### config.mk
export PLATFORM = sky130hd
export DESIGN_NAME = spi_flag_unit
export DESIGN_NICKNAME = d
export VERILOG_FILES = /design/src/rtl/spi_flag_pkg.sv /design/src/rtl/spi_mark_regs.sv /design/src/rtl/spi_level_flags.sv /design/src/rtl/spi_sticky_events.sv /design/src/rtl/spi_irq_merge.sv /design/src/rtl/spi_flag_unit.sv
export SDC_FILE = /design/constraint.sdc
export NUM_CORES = 1
export LEC_CHECK = 0
export ABC_AREA = 1
export BUFFER_PORTS_ARGS = -buffer_cell sky130_fd_sc_hd__buf_2
export CAP_MARGIN = 20
export CORE_ASPECT_RATIO = 1.5
export CORE_UTILIZATION = 40
export CTS_CLUSTER_DIAMETER = 50
export DETAILED_ROUTE_END_ITERATION = 6
export HOLD_SLACK_MARGIN = 0.03
export PLACE_DENSITY = 0.76
export REMOVE_ABC_BUFFERS = 1
export SLEW_MARGIN = 40
export SYNTH_ARGS = -nofsm -noshare
export SYNTH_HDL_FRONTEND = slang
export SYNTH_SLANG_ARGS = --single-unit
### constraint.sdc
create_clock -name clk -period 1.2 [get_ports clk]
set_clock_uncertainty 0.15 [all_clocks]
set_input_delay 0.24 -clock clk [delete_from_list [all_inputs] [get_ports clk]]
set_output_delay 0.24 -clock clk [all_outputs]
set_load 0.005 [all_outputs]
### src/rtl/spi_flag_pkg.sv
package spi_flag_pkg;
  localparam int NFLAG      = 7;
  localparam int B_RX_OVR   = 0;
  localparam int B_TX_ROOM  = 1;
  localparam int B_TX_FULL  = 2;
  localparam int B_TX_UDF   = 3;
  localparam int B_RX_READY = 4;
  localparam int B_RX_FULL  = 5;
  localparam int B_MFAULT   = 6;
  localparam int NSTICKY    = 3;
endpackage

### src/rtl/spi_mark_regs.sv
module spi_mark_regs #(
  parameter int CW = 8,
  parameter int NF = 7
) (
  input  logic          clk,
  input  logic          rst,
  input  logic          tx_wr,
  input  logic [CW-1:0] tx_wdata,
  input  logic          rx_wr,
  input  logic [CW-1:0] rx_wdata,
  input  logic          en_wr,
  input  logic [NF-1:0] en_wdata,
  output logic [CW-1:0] tx_mark_q,
  output logic [CW-1:0] rx_mark_q,
  output logic [NF-1:0] en_q
);
  localparam logic [CW-1:0] MARK_INIT = CW'(1);

  always_ff @(posedge clk) begin
    if (rst) begin
      tx_mark_q <= MARK_INIT;
      rx_mark_q <= MARK_INIT;
      en_q      <= '0;
    end else begin
      if (tx_wr) tx_mark_q <= tx_wdata;
      if (rx_wr) rx_mark_q <= rx_wdata;
      if (en_wr) en_q      <= en_wdata;
    end
  end

  a_r11_tx_mark_load: assert property (@(posedge clk) disable iff (rst)
    tx_wr |=> tx_mark_q == $past(tx_wdata));
  a_r11_en_load: assert property (@(posedge clk) disable iff (rst)
    en_wr |=> en_q == $past(en_wdata));
endmodule

### src/rtl/spi_level_flags.sv
module spi_level_flags #(
  parameter int DEPTH = 128,
  parameter int CW    = 8
) (
  input  logic          clk,
  input  logic          rst,
  input  logic [CW-1:0] tx_count,
  input  logic [CW-1:0] rx_count,
  input  logic [CW-1:0] tx_mark,
  input  logic [CW-1:0] rx_mark,
  output logic          tx_room_q,
  output logic          tx_full_q,
  output logic          rx_ready_q,
  output logic          rx_full_q
);
  localparam logic [CW-1:0] FULL = CW'(DEPTH);

  always_ff @(posedge clk) begin
    if (rst) begin
      tx_room_q  <= 1'b0;
      tx_full_q  <= 1'b0;
      rx_ready_q <= 1'b0;
      rx_full_q  <= 1'b0;
    end else begin
      tx_room_q  <= tx_count < tx_mark;
      tx_full_q  <= tx_count == FULL;
      rx_ready_q <= rx_count >= rx_mark;
      rx_full_q  <= rx_count == FULL;
    end
  end

  a_r4_tx_full: assert property (@(posedge clk) disable iff (rst)
    (tx_count == FULL) |=> tx_full_q);
  a_r4_rx_full: assert property (@(posedge clk) disable iff (rst)
    (rx_count == FULL) |=> rx_full_q);
  a_r2_room_clear: assert property (@(posedge clk) disable iff (rst)
    (tx_count >= tx_mark) |=> !tx_room_q);
  a_r3_ready_clear: assert property (@(posedge clk) disable iff (rst)
    (rx_count < rx_mark) |=> !rx_ready_q);
endmodule

### src/rtl/spi_sticky_events.sv
module spi_sticky_events #(
  parameter int NS = 3
) (
  input  logic          clk,
  input  logic          rst,
  input  logic [NS-1:0] set_ev,
  input  logic [NS-1:0] clr_en,
  output logic [NS-1:0] stk_q
);
  for (genvar g = 0; g < NS; g++) begin : g_bit
    always_ff @(posedge clk) begin
      if (rst)            stk_q[g] <= 1'b0;
      else if (set_ev[g]) stk_q[g] <= 1'b1;
      else if (clr_en[g]) stk_q[g] <= 1'b0;
    end

    a_r9_set_wins: assert property (@(posedge clk) disable iff (rst)
      set_ev[g] |=> stk_q[g]);
    a_r8_hold: assert property (@(posedge clk) disable iff (rst)
      (stk_q[g] && !clr_en[g]) |=> stk_q[g]);
    a_r8_clear: assert property (@(posedge clk) disable iff (rst)
      (clr_en[g] && !set_ev[g]) |=> !stk_q[g]);
  end
endmodule

### src/rtl/spi_irq_merge.sv
module spi_irq_merge #(
  parameter int NF = 7
) (
  input  logic          clk,
  input  logic          rst,
  input  logic [NF-1:0] flags,
  input  logic [NF-1:0] enable,
  output logic          irq_q
);
  always_ff @(posedge clk) begin
    if (rst) irq_q <= 1'b0;
    else     irq_q <= |(flags & enable);
  end

  a_r10_raise: assert property (@(posedge clk) disable iff (rst)
    (|(flags & enable)) |=> irq_q);
  a_r10_drop: assert property (@(posedge clk) disable iff (rst)
    !(|(flags & enable)) |=> !irq_q);
endmodule

### src/rtl/spi_flag_unit.sv
module spi_flag_unit
  import spi_flag_pkg::*;
#(
  parameter int DEPTH = 128,
  parameter int CW    = $clog2(DEPTH + 1)
) (
  input  logic             clk,
  input  logic             rst,
  input  logic [CW-1:0]    tx_count,
  input  logic [CW-1:0]    rx_count,
  input  logic             rx_push,
  input  logic             tx_need,
  input  logic             slave_mode,
  input  logic             mode_fault,
  input  logic             tx_mark_wr,
  input  logic [CW-1:0]    tx_mark_wdata,
  input  logic             rx_mark_wr,
  input  logic [CW-1:0]    rx_mark_wdata,
  input  logic             irq_en_wr,
  input  logic [NFLAG-1:0] irq_en_wdata,
  input  logic             clr_wr,
  input  logic [NFLAG-1:0] clr_mask,
  output logic [NFLAG-1:0] status,
  output logic [CW-1:0]    tx_mark,
  output logic [CW-1:0]    rx_mark,
  output logic [NFLAG-1:0] irq_en,
  output logic             irq
);
  localparam logic [CW-1:0] FULL = CW'(DEPTH);

  logic tx_room, tx_full, rx_ready, rx_full;
  logic [NSTICKY-1:0] set_ev, clr_en, stk;

  spi_mark_regs #(.CW(CW), .NF(NFLAG)) u_regs (
    .clk(clk), .rst(rst),
    .tx_wr(tx_mark_wr), .tx_wdata(tx_mark_wdata),
    .rx_wr(rx_mark_wr), .rx_wdata(rx_mark_wdata),
    .en_wr(irq_en_wr), .en_wdata(irq_en_wdata),
    .tx_mark_q(tx_mark), .rx_mark_q(rx_mark), .en_q(irq_en)
  );

  spi_level_flags #(.DEPTH(DEPTH), .CW(CW)) u_level (
    .clk(clk), .rst(rst),
    .tx_count(tx_count), .rx_count(rx_count),
    .tx_mark(tx_mark), .rx_mark(rx_mark),
    .tx_room_q(tx_room), .tx_full_q(tx_full),
    .rx_ready_q(rx_ready), .rx_full_q(rx_full)
  );

  // sticky slot 0 = overrun, 1 = underflow, 2 = mode fault
  always_comb begin
    set_ev[0] = rx_push && (rx_count == FULL);
    set_ev[1] = tx_need && slave_mode && (tx_count == '0);
    set_ev[2] = mode_fault;
    clr_en[0] = clr_wr && clr_mask[B_RX_OVR];
    clr_en[1] = clr_wr && clr_mask[B_TX_UDF];
    clr_en[2] = clr_wr && clr_mask[B_MFAULT];
  end

  spi_sticky_events #(.NS(NSTICKY)) u_sticky (
    .clk(clk), .rst(rst),
    .set_ev(set_ev), .clr_en(clr_en), .stk_q(stk)
  );

  always_comb begin
    status             = '0;
    status[B_RX_OVR]   = stk[0];
    status[B_TX_ROOM]  = tx_room;
    status[B_TX_FULL]  = tx_full;
    status[B_TX_UDF]   = stk[1];
    status[B_RX_READY] = rx_ready;
    status[B_RX_FULL]  = rx_full;
    status[B_MFAULT]   = stk[2];
  end

  spi_irq_merge #(.NF(NFLAG)) u_irq (
    .clk(clk), .rst(rst),
    .flags(status), .enable(irq_en), .irq_q(irq)
  );

  a_r5_overrun: assert property (@(posedge clk) disable iff (rst)
    (rx_push && rx_count == FULL) |=> status[B_RX_OVR]);
  a_r6_master_no_udf: assert property (@(posedge clk) disable iff (rst)
    (!status[B_TX_UDF] && !slave_mode) |=> !status[B_TX_UDF]);
  a_r7_fault: assert property (@(posedge clk) disable iff (rst)
    mode_fault |=> status[B_MFAULT]);
endmodule

**Word level (Yosys, flattened, before mapping)**

Index checks and enable logic that the tools add are counted.

- Flip-flop bits (word level): 31
- Bits of input ports: 56
- Output and inout bits: 31
- Logic and storage cells: 33

- $lt $le $gt $ge: 2
- Equality and inequality tests: 2
- Muxes and demuxes: 6
- Bitwise operators: 1
- Reduce and logical (&&, ||, !) cells: 11

Operator list:

| kind | number |
|---|---|
| == test 8 bit, second input constant | 2 |
| >= comparator 8 bit | 1 |
| logical NOT 8 bit | 1 |
| < comparator 8 bit | 1 |
| bitwise AND 7 bit | 1 |
| OR reduction 7 bit | 1 |
| logical AND 1 bit | 6 |
| two-way mux 1 bit | 6 |
| nonzero test 2 bit | 3 |

**Longest topological paths before layout**

Gate-level depths: netlist of the first run.

- Depth in word-level cells: 3
- Mapped depth: 9
- Mapped depth without buffers: 9

**Cells and area by module**

From an unflattened synthesis of the first run, not the netlist that was laid out.

- Cell total of the unflattened synthesis: 288
- Area, all modules: 1,838.0 µm²

By module, submodules not included:

| module | times used | cells each | area an instance (µm²) | seq. area each (µm²) |
|---|---|---|---|---|
| spi_mark_regs | 1 | 144 | 974.7 | 460.4 |
| spi_level_flags | 1 | 87 | 554.3 | 80.1 |
| spi_flag_unit | 1 | 27 | 122.6 | 0.0 |
| spi_sticky_events | 1 | 15 | 108.9 | 60.1 |
| spi_irq_merge | 1 | 15 | 77.6 | 20.0 |

**Worst setup path after synthesis of the first run**

Ideal clock, no wire load.

- Path kind: reg2reg
- From: register u_regs.rx_mark_q[3]
- To: register u_level.rx_ready_q
- Setup time: 117 ps
- Arrival: 977 ps
- Data required time: 933 ps
- Setup slack: -44 ps
- Cell stages (with the launch flop): 9
- Buffers on the path: 0
- Clock period less this slack: 1,244 ps
- Cells stage by stage: dfxtp_1 > inv_1 > ha_1 > nand2_1 > nor2_1 > nor2_1 > nand2_1 > nand2_1 > a21oi_1

- Cells in the longest elaborated chain, start to end: 1

Ends and longest elaborated chain:

| element | RTL line | RTL |
|---|---|---|
| from (decl) | spi_mark_regs.sv:14 | `output logic [CW-1:0] rx_mark_q,` |
| from (signal assigned) | spi_mark_regs.sv:26 | `if (rx_wr) rx_mark_q <= rx_wdata;` |
| >= comparator 8 bit | spi_level_flags.sv:27 | `rx_ready_q <= rx_count >= rx_mark;` |
| to (signal assigned) | spi_level_flags.sv:27 |  |
| to (decl) | spi_level_flags.sv:13 | `output logic rx_ready_q,` |

No other way between the ends.
A chain may end at the register's enable or synchronous reset.

**Worst setup path after layout of the first run**

- From: register u_regs.rx_mark_q[1]
- To: output port rx_mark[1]

RTL lines:

| element | RTL line | RTL |
|---|---|---|
| to (decl) | spi_flag_unit.sv:25 | `output logic [CW-1:0] rx_mark,` |

No word-level cell between the ends.

==> run summary, run 1 <==
outcome: finished with violations
violated checks: setup timing
flop-to-flop setup slack: -0.11 ns
drt pass-1 iters: 4
max cap viols: 0
maximum clock path buffer count: 2
initial antenna violation count: 0
Fin. Hold Viols: 0
final count of negative-setup-slack endpoints: 5
Placed Instances: 344
Routed Antenna Nets: 0
IO Pins: 87
core area: 0.00372 mm2
Tightest Hold Check Type: in2reg
NumNets Final: 387
DIE AREA: 0.00419 mm2
Cells after Synth: 211
Tmin final: 1.32 ns
Worst Setup Slack, final: -0.116 ns
crit-path cells: buf_4 > buf_6 > buf_6
Critical Path Source Type: register
WP buf/inv: 3
wire per inst: 11.5 um
Initial Util: 42.3%
Die Y: 78.8 um
CTS H-tree lvls: 2
# rows: 27
TNS Setup: -0.278 ns
reg-to-reg endpoint: u_level.rx_ready_q$_SDFF_PP0_
Max IR drop VDD: 0.879 mV
Power per Cell Area: 1140 mW/mm2
largest net degree at the start of global routing: 27
GR Util All Layers: 21.8%
worst-path fanout max: 2
WS Path Type: reg2out
commonest non-fill, non-tap cell in the layout: buf_2
total congestion overflow: 0
CTS tree: done
Vias: 1,665
Period Utilization, post-route: 110%
hold depth: 3
first-pass GRT wire length: 6750 um
Tightest Pin Transition: 0.289 ns
CP dominant cell by count: buf_6
ratio of cells with drive above 1 in the final layout: 48.6%
number of synthesized register bits: 31
Fin Hold WS: 0.0383 ns
most frequent cells in the layout: buf_2, nand2_1, nor2_1, inv_1, a21oi_1
CP delay by family, top: buffers and inverters
Layout fillers: 319
Clock Sinks: 31
Lkg Pwr: 1.28 nW
post-DR vias/cell: 4.63
hold path startpoint: irq_en_wdata[6]
routability cong.: 0.735
worst endpoint required time: 0.81 ns
max_slew headroom: 80.6%
highest clock rate: 760 MHz
initial DRC count: 14
CTS Buf Count: 5
Port Buf Inserts: 82
Diodes inserted: 0
worst path arrival time: 0.93 ns
chip width: 53.2 um
Routed WL: 4140 um
DRC viols: 0
clk slew on worst S/H paths: 0.07 ns
max-slew violations: 0
Netlist cell types: 21
clock root buffer: clkbuf_8
RSZ-0062 raised after global routing: yes
Yosys warnings: 0
synthesized area: 0.00157 mm2
reg2reg start: u_regs.rx_mark_q[5]$_SDFFE_PP0P_
Hold Path End: u_regs.en_q[6]$_SDFFE_PP0P_
worst-skew pair later-pin latency: 0.28 ns
Post-Syn Area per Cell: 7.45 um2
non-filler cells, final: 360
vias in the first global route: 1,641
Critical Path Max Stage Delay: 0.32 ns
post-synthesis sequential area ratio: 39.5%
area grow syn2layout: 57.6%
R2R depth: 6
Critical-path top delay cell: dfxtp_2
post-DP HPWL: 2880 um
setup slack at placement: -0.102 ns
Core Util, Final: 66.6%
kind of end point of the critical path: primary output
## registers in the layout (all words and copies together), names as in the netlist
signal / flops
u_irq.irq_q: 1
u_level.rx_full_q: 1
u_level.rx_ready_q: 1
u_level.tx_full_q: 1
u_level.tx_room_q: 1
u_regs.en_q: 7
u_regs.rx_mark_q: 8
u_regs.tx_mark_q: 8
u_sticky.stk_q: 3
## worst max-delay path by stage
| stage | startpoint | endpoint | slack [ns] | cells after the start |
|---|---|---|---|---|
| after floorplan | u_regs.rx_mark_q[3]$_SDFFE_PP0P_ | u_level.rx_ready_q$_SDFF_PP0_ | -0.04 | 8 |
| after global placement | rx_count[3] | u_level.rx_ready_q$_SDFF_PP0_ | -0.09 | 8 |
| after detailed placement | rx_count[3] | u_level.rx_ready_q$_SDFF_PP0_ | -0.10 | 8 |
| after CTS | u_regs.rx_mark_q[3]$_SDFFE_PP0P_ | u_level.rx_ready_q$_SDFF_PP0_ | -0.10 | 8 |
| after global routing | u_regs.rx_mark_q[5]$_SDFFE_PP0P_ | u_level.rx_ready_q$_SDFF_PP0_ | -0.19 | 6 |
| final | u_regs.rx_mark_q[1]$_SDFFE_PP0P_ | rx_mark[1] | -0.12 | 3 |
## cell families (layout without fill, tap and decap cells)
logic type / Yosys count / after routing / share of synthesized area [%]
simple gates: 82 / 82 / 20.9
buf+inv: 39 / 145 / 11.9
fa+ha+maj: 15 / 15 / 11.9
compound gates: 44 / 44 / 15.8
flops: 31 / 31 / 39.5
## synthesized netlist by cell type
cell	number	share of area [%]
nor3_1	2	0.64
buf_4	5	2.4
or2_1	1	0.40
a21oi_1	21	6.7
dfxtp_1	31	39
nor2_1	28	6.7
inv_4	1	0.40
a21o_1	1	0.48
ha_1	15	12
o21ai_2	6	3.3
o21ai_0	11	3.5
nand4_1	1	0.40
nand2_1	41	9.8
buf_2	1	0.32
o21bai_1	1	0.48
inv_1	30	7.2
o21ai_1	4	1.3
nor4_1	1	0.40
nand3_1	8	2.5
buf_8	1	0.96
buf_6	1	0.72
## power breakdown
| part | internal [W] | switching [W] |
|---|---|---|
| clock network | 0.000672 | 0.000395 |
| registers | 0.00110 | 0.0000388 |
| logic | 0.000327 | 0.000286 |
| total | 0.00210 | 0.000720 |
## per-layer routing
metal | global-route usage (%) | share of wire, % | vias up
li1 | - | - | 878
met1 | 20.8 | 38 | 738
met2 | 41.8 | 57 | 47
met3 | 5.75 | 4.2 | 2
met4 | 8.42 | 0.97 | 0
met5 | 0 | 0 | -
## final cells by class
type                       count  area, um2  area share, %
clock buffer                   6       82.6           3.34
clock inverter                 2       35.0           1.41
inverter                      31        119           4.80
multi-input combinational    141        888           35.9
sequential                    31        639           25.8
tap                           43       53.8           2.17
timing repair buffer         106        658           26.6
## worst register-to-register path, stage by stage (launching register included)
cell and delay (ns):
dfxtp_2 0.32, inv_1 0.10, ha_4 0.22, a21oi_2 0.16
nor2_2 0.07, nor2_2 0.13, a21oi_2 0.07
## per-stage QoR
stage | total power [W] | instance area (um2)
final | 0.00282 | 2480
after global routing | 0.00300 | 2480
after CTS | 0.00280 | 2420
after detailed placement | 0.00165 | 2110
after global placement | 0.00164 | 2110
after floorplan | 0.00138 | 1500
## what timing repair did
action	4_1_cts	5_1_grt
hold buffers	4	1
hold endpoints to repair	3	1
endpoints found under the setup margin	5	10
resized for setup	30	14
pin swaps	11	6
setup buffers	2	1
Note: power is estimated with default switching activity, not from simulation.
==> run 2: changes to the inputs <==
--- a/config.mk
+++ b/config.mk
@@ -5,17 +5,17 @@
 export SDC_FILE = /design/constraint.sdc
 export NUM_CORES = 1
 export LEC_CHECK = 0
-export ABC_AREA = 1
 export BUFFER_PORTS_ARGS = -buffer_cell sky130_fd_sc_hd__buf_2
 export CAP_MARGIN = 20
 export CORE_ASPECT_RATIO = 1.5
-export CORE_UTILIZATION = 40
+export CORE_UTILIZATION = 39
 export CTS_CLUSTER_DIAMETER = 50
 export DETAILED_ROUTE_END_ITERATION = 6
 export HOLD_SLACK_MARGIN = 0.03
-export PLACE_DENSITY = 0.76
+export PLACE_DENSITY = 0.75
 export REMOVE_ABC_BUFFERS = 1
 export SLEW_MARGIN = 40
 export SYNTH_ARGS = -nofsm -noshare
 export SYNTH_HDL_FRONTEND = slang
 export SYNTH_SLANG_ARGS = --single-unit
+export TNS_END_PERCENT = 30
==> run 2 against run 1 <==
The run still ends with setup timing left. Clock power down 25%. Die area down 2.2%. Worst setup slack worse by 0.32 ns. Clock-buffer cell count unchanged. Area after synthesis down 4.7%. Worst hold slack better by 0.0074 ns. Cell count down 15%. Critical path type is now reg2reg.
==> run summary, run 2 <==
post-synthesis sequential area ratio: 41.4% (+1.9 points)
kind of end point of the critical path: register
routability cong.: 0.777 (+5.8%)
worst-path fanout max: 2 (unchanged)
post-DP HPWL: 3000 um (+4.1%)
reg-to-reg endpoint: u_level.rx_ready_q$_SDFF_PP0_
setup slack at placement: -0.453 ns (-0.351 ns)
Critical-path top delay cell: or4_4
reg2reg start: u_regs.rx_mark_q[5]$_SDFFE_PP0P_
Synth top cells by count: dfxtp_1, nor2_1, mux2i_1
FFs w/ async S/R, synth: 0% (unchanged)
CTS Buf Count: 5 (unchanged)
Tightest Hold Check Type: in2reg
clk slew on worst S/H paths: 0.06 ns (about the same)
wire per inst: 14.0 um (+21%)
crit-path cells: inv_2 > ha_4 > nand4_1 > or4_4 > o32ai_2
CP delay by family, top: simple AND/OR/NAND/NOR gates
Tmin final: 1.64 ns (+0.319 ns)
WP depth: 5 (+2)
non-filler cells, final: 307 (-15%)
flop-to-flop setup slack: -0.44 ns (-0.33 ns)
hold path startpoint: rx_mark_wdata[2]
maximum clock path buffer count: 2 (unchanged)
Clock Sinks: 31 (unchanged)
Lkg Pwr: 1.23 nW (-3.5%)
Placed Instances: 295 (-14%)
Cells after Synth: 155 (-27%)
synthesized area: 0.00150 mm2 (-4.7%)
DIE AREA: 0.00410 mm2 (-2.2%)
Post-Syn Area per Cell: 9.66 um2 (+30%)
Diodes inserted: 0 (unchanged)
Port Buf Inserts: 82 (unchanged)
Hold Path End: u_regs.rx_mark_q[2]$_SDFFE_PP0P_
vias in the first global route: 1,555 (-5.2%)
NumNets Final: 335 (-13%)
max cap viols: 0 (unchanged)
total congestion overflow: 0 (unchanged)
violated checks: setup timing
R2R depth: 5 (-1)
Max IR drop VDD: 1.06 mV (+21%)
Core Util, Final: 67.6% (+0.95 points)
outcome: finished with violations
DRC viols: 0 (unchanged)
Critical Path Max Stage Delay: 0.51 ns (+0.19 ns)
max_slew headroom: 74.1% (-6.5 points)
number of synthesized register bits: 31 (unchanged)
# rows: 27 (unchanged)
most frequent cells in the layout: buf_2, buf_6, nor2_1, mux2i_1, dfxtp_1
drt pass-1 iters: 4 (unchanged)
final count of negative-setup-slack endpoints: 10 (+5)
RSZ-0062 raised after global routing: yes
top cell type's share of synthesized area: 41.4% (+1.9 points)
chip width: 52.6 um (-1.1%)
commonest non-fill, non-tap cell in the layout: buf_2
ratio of cells with drive above 1 in the final layout: 56.1% (+7.5 points)
Yosys warnings: 0 (unchanged)
top flop regs: u_regs.rx_mark_q (8), u_regs.tx_mark_q (8), u_regs.en_q (7)
Post-synth top flop: dfxtp_1
WP buf/inv: 1 (-2)
Routed WL: 4290 um (+3.6%)
Critical Path Source Type: register
hold depth: 3 (unchanged)
highest clock rate: 612 MHz (-19%)
Fin. Hold Viols: 0 (unchanged)
DP Area: 0.00209 mm2 (-1.2%)
clock root buffer: clkbuf_8
CTS H-tree lvls: 2 (unchanged)
Yosys top cell by area: dfxtp_1
total power: 0.00252 W (-10%)
WS Path Type: reg2reg
max-slew violations: 0 (unchanged)
Netlist cell types: 33 (+57%)
area grow syn2layout: 66.2%
Die Y: 77.9 um (-1.1%)
initial antenna violation count: 0 (unchanged)
worst path arrival time: 1.67 ns (+0.74 ns)
most frequent cell after synthesis: dfxtp_1
post-DR vias/cell: 5.11 (+11%)
worst-skew pair later-pin latency: 0.28 ns (about the same)
Initial Util: 40.7% (-1.6 points)
Period Utilization, post-route: 136% (+27 points)
CTS tree: done
initial DRC count: 14 (unchanged)
Worst Setup Slack, final: -0.435 ns (-0.319 ns)
largest net degree at the start of global routing: 16 (-41%)
core area: 0.00368 mm2 (-0.91%)
Post-synth EDFFs: 0 (unchanged)
IO Pins: 87 (unchanged)
first-pass GRT wire length: 6650 um (-1.4%)
Tightest Pin Transition: 0.386 ns (+0.0968 ns)
worst endpoint required time: 1.24 ns (+0.43 ns)
GR Util All Layers: 22.3% (+0.47 points)
Routed Antenna Nets: 0 (unchanged)
Vias: 1,569 (-5.8%)
Power per Cell Area: 1010 mW/mm2 (-11%)
post-route cell area: 0.00249 mm2 (+0.51%)
Area contributors post-synth: dfxtp_1, mux2i_1, ha_1
-- run 2: cell count changes in the layout (fill, tap and decap cells not counted), moves of 3 or more --
cell and delta:
o21ai_2 -6, a21oi_1 -17, buf_6 +21, nand2_1 -33, nand3_1 -8, inv_1 -13
o21ai_1 -3, ha_4 -3, o21ai_0 -11, nor2_2 -3, mux2i_1 +23, nand2_2 -4
buf_2 -11
-- run 2: per-layer routing --
metal / track usage [%] / share of wire [%]
met1: 20.2 / 36
met5: 0 / 0
met4: 16.6 / 6.3
met3: 6.08 / 4.6
met2: 39.5 / 53
-- run 2: kinds of logic (layout without fill, tap and decap cells) --
logic type / count (synthesis) / in the layout / synth area share [%]
and+or+nand+nor: 42 / 42 / 13.1
DFF: 31 / 31 / 41.4
AOI/OAI and AO/OA: 18 / 18 / 9.27
adders and majority gates: 15 / 15 / 12.5
muxes: 23 / 23 / 15.4
buffers and inverters: 26 / 135 / 8.27
-- run 2: worst max-delay path by stage --
stage,from,to,slack (ns)
2_1_floorplan,u_regs.tx_mark_q[3]$_SDFFE_PP0P_,u_level.tx_room_q$_SDFF_PP0_,-0.36
3_3_place_gp,tx_count[3],u_level.tx_room_q$_SDFF_PP0_,-0.39
3_5_place_dp,tx_count[3],u_level.tx_room_q$_SDFF_PP0_,-0.45
4_1_cts,u_regs.rx_mark_q[7]$_SDFFE_PP0P_,u_level.rx_ready_q$_SDFF_PP0_,-0.39
5_1_grt,u_regs.rx_mark_q[4]$_SDFFE_PP0P_,u_level.rx_ready_q$_SDFF_PP0_,-0.45
6_report,u_regs.rx_mark_q[5]$_SDFFE_PP0P_,u_level.rx_ready_q$_SDFF_PP0_,-0.44
-- run 2: metrics by stage --
stage               TNS (ns)  hold WS, ns
floorplan             -0.691        0.159
global placement       -1.24        0.300
global route           -1.48       0.0466
detailed placement     -1.33        0.306
CTS                    -1.09       0.0422
finish                -0.932       0.0457
-- run 2: layout make-up --
cell class / instances / area, um2
multi-input combinational: 98 / 866
clock inverter: 1 / 5.00
sequential: 31 / 639
timing repair buffer: 112 / 782
tap: 43 / 53.8
fill: 291 / 1190
clock buffer: 6 / 82.6
inverter: 16 / 60.1
-- run 2: where the power goes --
| group | switching, W | total, W | leakage, nW | internal, W |
|---|---|---|---|---|
| clock | 0.000350 | 0.000799 | 0.0470 | 0.000449 |
| sequential | 0.0000398 | 0.00113 | 0.260 | 0.00109 |
| combinational | 0.000247 | 0.000593 | 0.925 | 0.000345 |
| total | 0.000637 | 0.00252 | 1.23 | 0.00189 |
-- run 2: worst register-to-register path, stage by stage (launching register included) --
cell,delay [ns]
dfxtp_2,0.34
inv_2,0.05
ha_4,0.26
nand4_1,0.13
or4_4,0.51
o32ai_2,0.11
-- run 2: what timing repair did --
| action | 4_1_cts | 5_1_grt |
|---|---|---|
| gates resized for setup | 34 | 29 |
| setup buffers | 2 | 1 |
| endpoints found under the hold margin | 4 | 0 |
| hold buffers | 4 | 0 |
| setup endpoints to repair | 16 | 17 |
| pin swaps | 6 | 8 |
==> run 3: changes to the inputs <==
--- a/config.mk
+++ b/config.mk
@@ -14,6 +14,7 @@
 export HOLD_SLACK_MARGIN = 0.03
 export PLACE_DENSITY = 0.75
 export REMOVE_ABC_BUFFERS = 1
+export SKIP_CTS_REPAIR_TIMING = 1
 export SLEW_MARGIN = 40
 export SYNTH_ARGS = -nofsm -noshare
 export SYNTH_HDL_FRONTEND = slang
==> run 3 against run 2 <==
The run still ends with setup timing left. Global-route usage is 3.1 points lower. Sequential share of layout area is 0.54 points higher. Sequential cell count stayed put. Utilization is 1.4 points lower. Critical path type unchanged. Critical endpoint unchanged. Largest cell class unchanged.
==> run summary, run 3 (synthesized netlist as in run 2, its figures left out) <==
first-pass GRT wire length: 5750 um (-14%)
area grow syn2layout: 62.7%
Tightest Hold Check Type: in2reg
worst-path fanout max: 2 (unchanged)
Tmin final: 1.61 ns (-0.0258 ns)
switching pwr: 0.000641 W (+0.64%)
Routed Antenna Nets: 0 (unchanged)
Worst Setup Slack, final: -0.409 ns (+0.0258 ns)
WP buf/inv: 1 (unchanged)
Critical Path Source Type: register
clock root buffer: clkbuf_8
ratio of cells with drive above 1 in the final layout: 55.0% (-1.1 points)
Critical Path Max Stage Delay: 0.53 ns (+0.02 ns)
post-DR vias/cell: 5.01 (-2.0%)
hold depth: 3 (unchanged)
Initial Util: 40.7% (unchanged)
Vias: 1,517 (-3.3%)
Diodes inserted: 0 (unchanged)
Routed WL: 3980 um (-7.3%)
GR Util All Layers: 19.2% (-3.1 points)
CTS Buf Count: 5 (unchanged)
worst path arrival time: 1.66 ns (about the same)
drt pass-1 iters: 4 (unchanged)
Gate power share: 22.9% (-0.6 points)
hold path startpoint: mode_fault
highest clock rate: 621 MHz (+1.6%)
P_int: 0.00188 W (-0.59%)
Die Y: 77.9 um (unchanged)
reg2reg start: u_regs.rx_mark_q[6]$_SDFFE_PP0P_
largest net degree at the start of global routing: 16 (unchanged)
reg-to-reg endpoint: u_level.rx_ready_q$_SDFF_PP0_
flop-to-flop setup slack: -0.41 ns (+0.03 ns)
wire per inst: 13.1 um (-6.0%)
most frequent cells in the layout: buf_2, nor2_1, buf_6, mux2i_1, dfxtp_1
DIE AREA: 0.00410 mm2 (unchanged)
max_slew headroom: 75.7% (+1.6 points)
chip width: 52.6 um (unchanged)
sw frac: 25.5% (+0.23 points)
worst endpoint required time: 1.25 ns (about the same)
CTS tree: done
kind of end point of the critical path: register
Power per Cell Area: 1030 mW/mm2 (+1.8%)
vias in the first global route: 1,364 (-12%)
routability cong.: 0.777 (unchanged)
sequential power share: 44.9% (about the same)
Clock Sinks: 31 (unchanged)
violated checks: setup timing
initial antenna violation count: 0 (unchanged)
final count of negative-setup-slack endpoints: 12 (+2)
# rows: 27 (unchanged)
non-filler cells, final: 303 (-1.3%)
outcome: finished with violations
Fin. Hold Viols: 0 (unchanged)
worst-skew pair later-pin latency: 0.28 ns (about the same)
CP delay by family, top: simple AND/OR/NAND/NOR gates
commonest non-fill, non-tap cell in the layout: buf_2
Critical-path top delay cell: or4_4
crit-path cells: inv_2 > ha_4 > nand4_1 > or4_4 > o32ai_4
NumNets Final: 331 (-1.2%)
DRC viols: 0 (unchanged)
Port Buf Inserts: 82 (unchanged)
clk slew on worst S/H paths: 0.06 ns (about the same)
RSZ-0062 raised after global routing: yes
Clk pwr share: 32.2% (+0.6 points)
Lkg Pwr: 1.21 nW (-1.5%)
max cap viols: 0 (unchanged)
core area: 0.00368 mm2 (unchanged)
Tightest Pin Transition: 0.364 ns (-0.0222 ns)
CTS H-tree lvls: 2 (unchanged)
max-slew violations: 0 (unchanged)
Max IR drop VDD: 0.830 mV (-22%)
IO Pins: 87 (unchanged)
WS Path Type: reg2reg
R2R depth: 5 (unchanged)
maximum clock path buffer count: 2 (unchanged)
Fin Hold WS: 0.0216 ns (-0.0242 ns)
Placed Instances: 295 (unchanged)
total congestion overflow: 0 (unchanged)
Period Utilization, post-route: 134% (-2.2 points)
Hold Path End: u_sticky.stk_q[2]$_SDFFE_PP0P_
initial DRC count: 20 (+6)
post-DP HPWL: 3000 um (unchanged)
Core Util, Final: 66.2% (-1.4 points)
top flop regs: u_regs.rx_mark_q (8), u_regs.tx_mark_q (8), u_regs.en_q (7)
[run 3: power by group through the flow]
stage	logic [W]	registers, W	clock network, W
after global placement	0.000440	0.00114	0
final	0.000576	0.00113	0.000811
after global routing	0.000635	0.00114	0.000877
after detailed placement	0.000456	0.00114	0
after CTS	0.000457	0.00112	0.000827
after floorplan	0.000165	0.00115	0
[run 3: tightest hold or removal path, cell delays in order]
cell and delay (ns):
buf_2 0.07, a21oi_1 0.03, nor2_1 0.07
[run 3: metrics by stage]
stage	setup TNS (ns)	setup WS, ns	power (W)	area (um2)
finish	-0.886	-0.409	0.00252	2440
global route	-1.42	-0.466	0.00265	2440
CTS	-1.30	-0.455	0.00240	2170
detailed placement	-1.33	-0.453	0.00160	2090
global placement	-1.24	-0.392	0.00158	2090
floorplan	-0.691	-0.364	0.00131	1430
[run 3: worst max path at each step]
stage,from,endpoint,cells past startpoint
final,u_regs.rx_mark_q[6]$_SDFFE_PP0P_,u_level.rx_ready_q$_SDFF_PP0_,5
after global routing,u_regs.rx_mark_q[7]$_SDFFE_PP0P_,u_level.rx_ready_q$_SDFF_PP0_,5
after CTS,u_regs.tx_mark_q[3]$_SDFFE_PP0P_,u_level.tx_room_q$_SDFF_PP0_,5
after detailed placement,tx_count[3],u_level.tx_room_q$_SDFF_PP0_,5
after global placement,tx_count[3],u_level.tx_room_q$_SDFF_PP0_,5
after floorplan,u_regs.tx_mark_q[3]$_SDFFE_PP0P_,u_level.tx_room_q$_SDFF_PP0_,5
[run 3: final cells by class]
| cell class | instances | area, um2 |
|---|---|---|
| Fill cell | 318 | 1240 |
| Multi-Input combinational cell | 98 | 863 |
| Timing Repair Buffer | 108 | 733 |
| Sequential cell | 31 | 639 |
| Clock buffer | 6 | 82.6 |
| Inverter | 16 | 60.1 |
| Tap cell | 43 | 53.8 |
| Clock inverter | 1 | 5.00 |
[run 3: routing by layer]
layer	up-vias	wire, um	GRT usage (%)
met4	0	101	10.0
met5	-	0	0
met1	713	1450	17.7
met3	8	190	5.49
li1	744	-	-
met2	52	2240	35.7
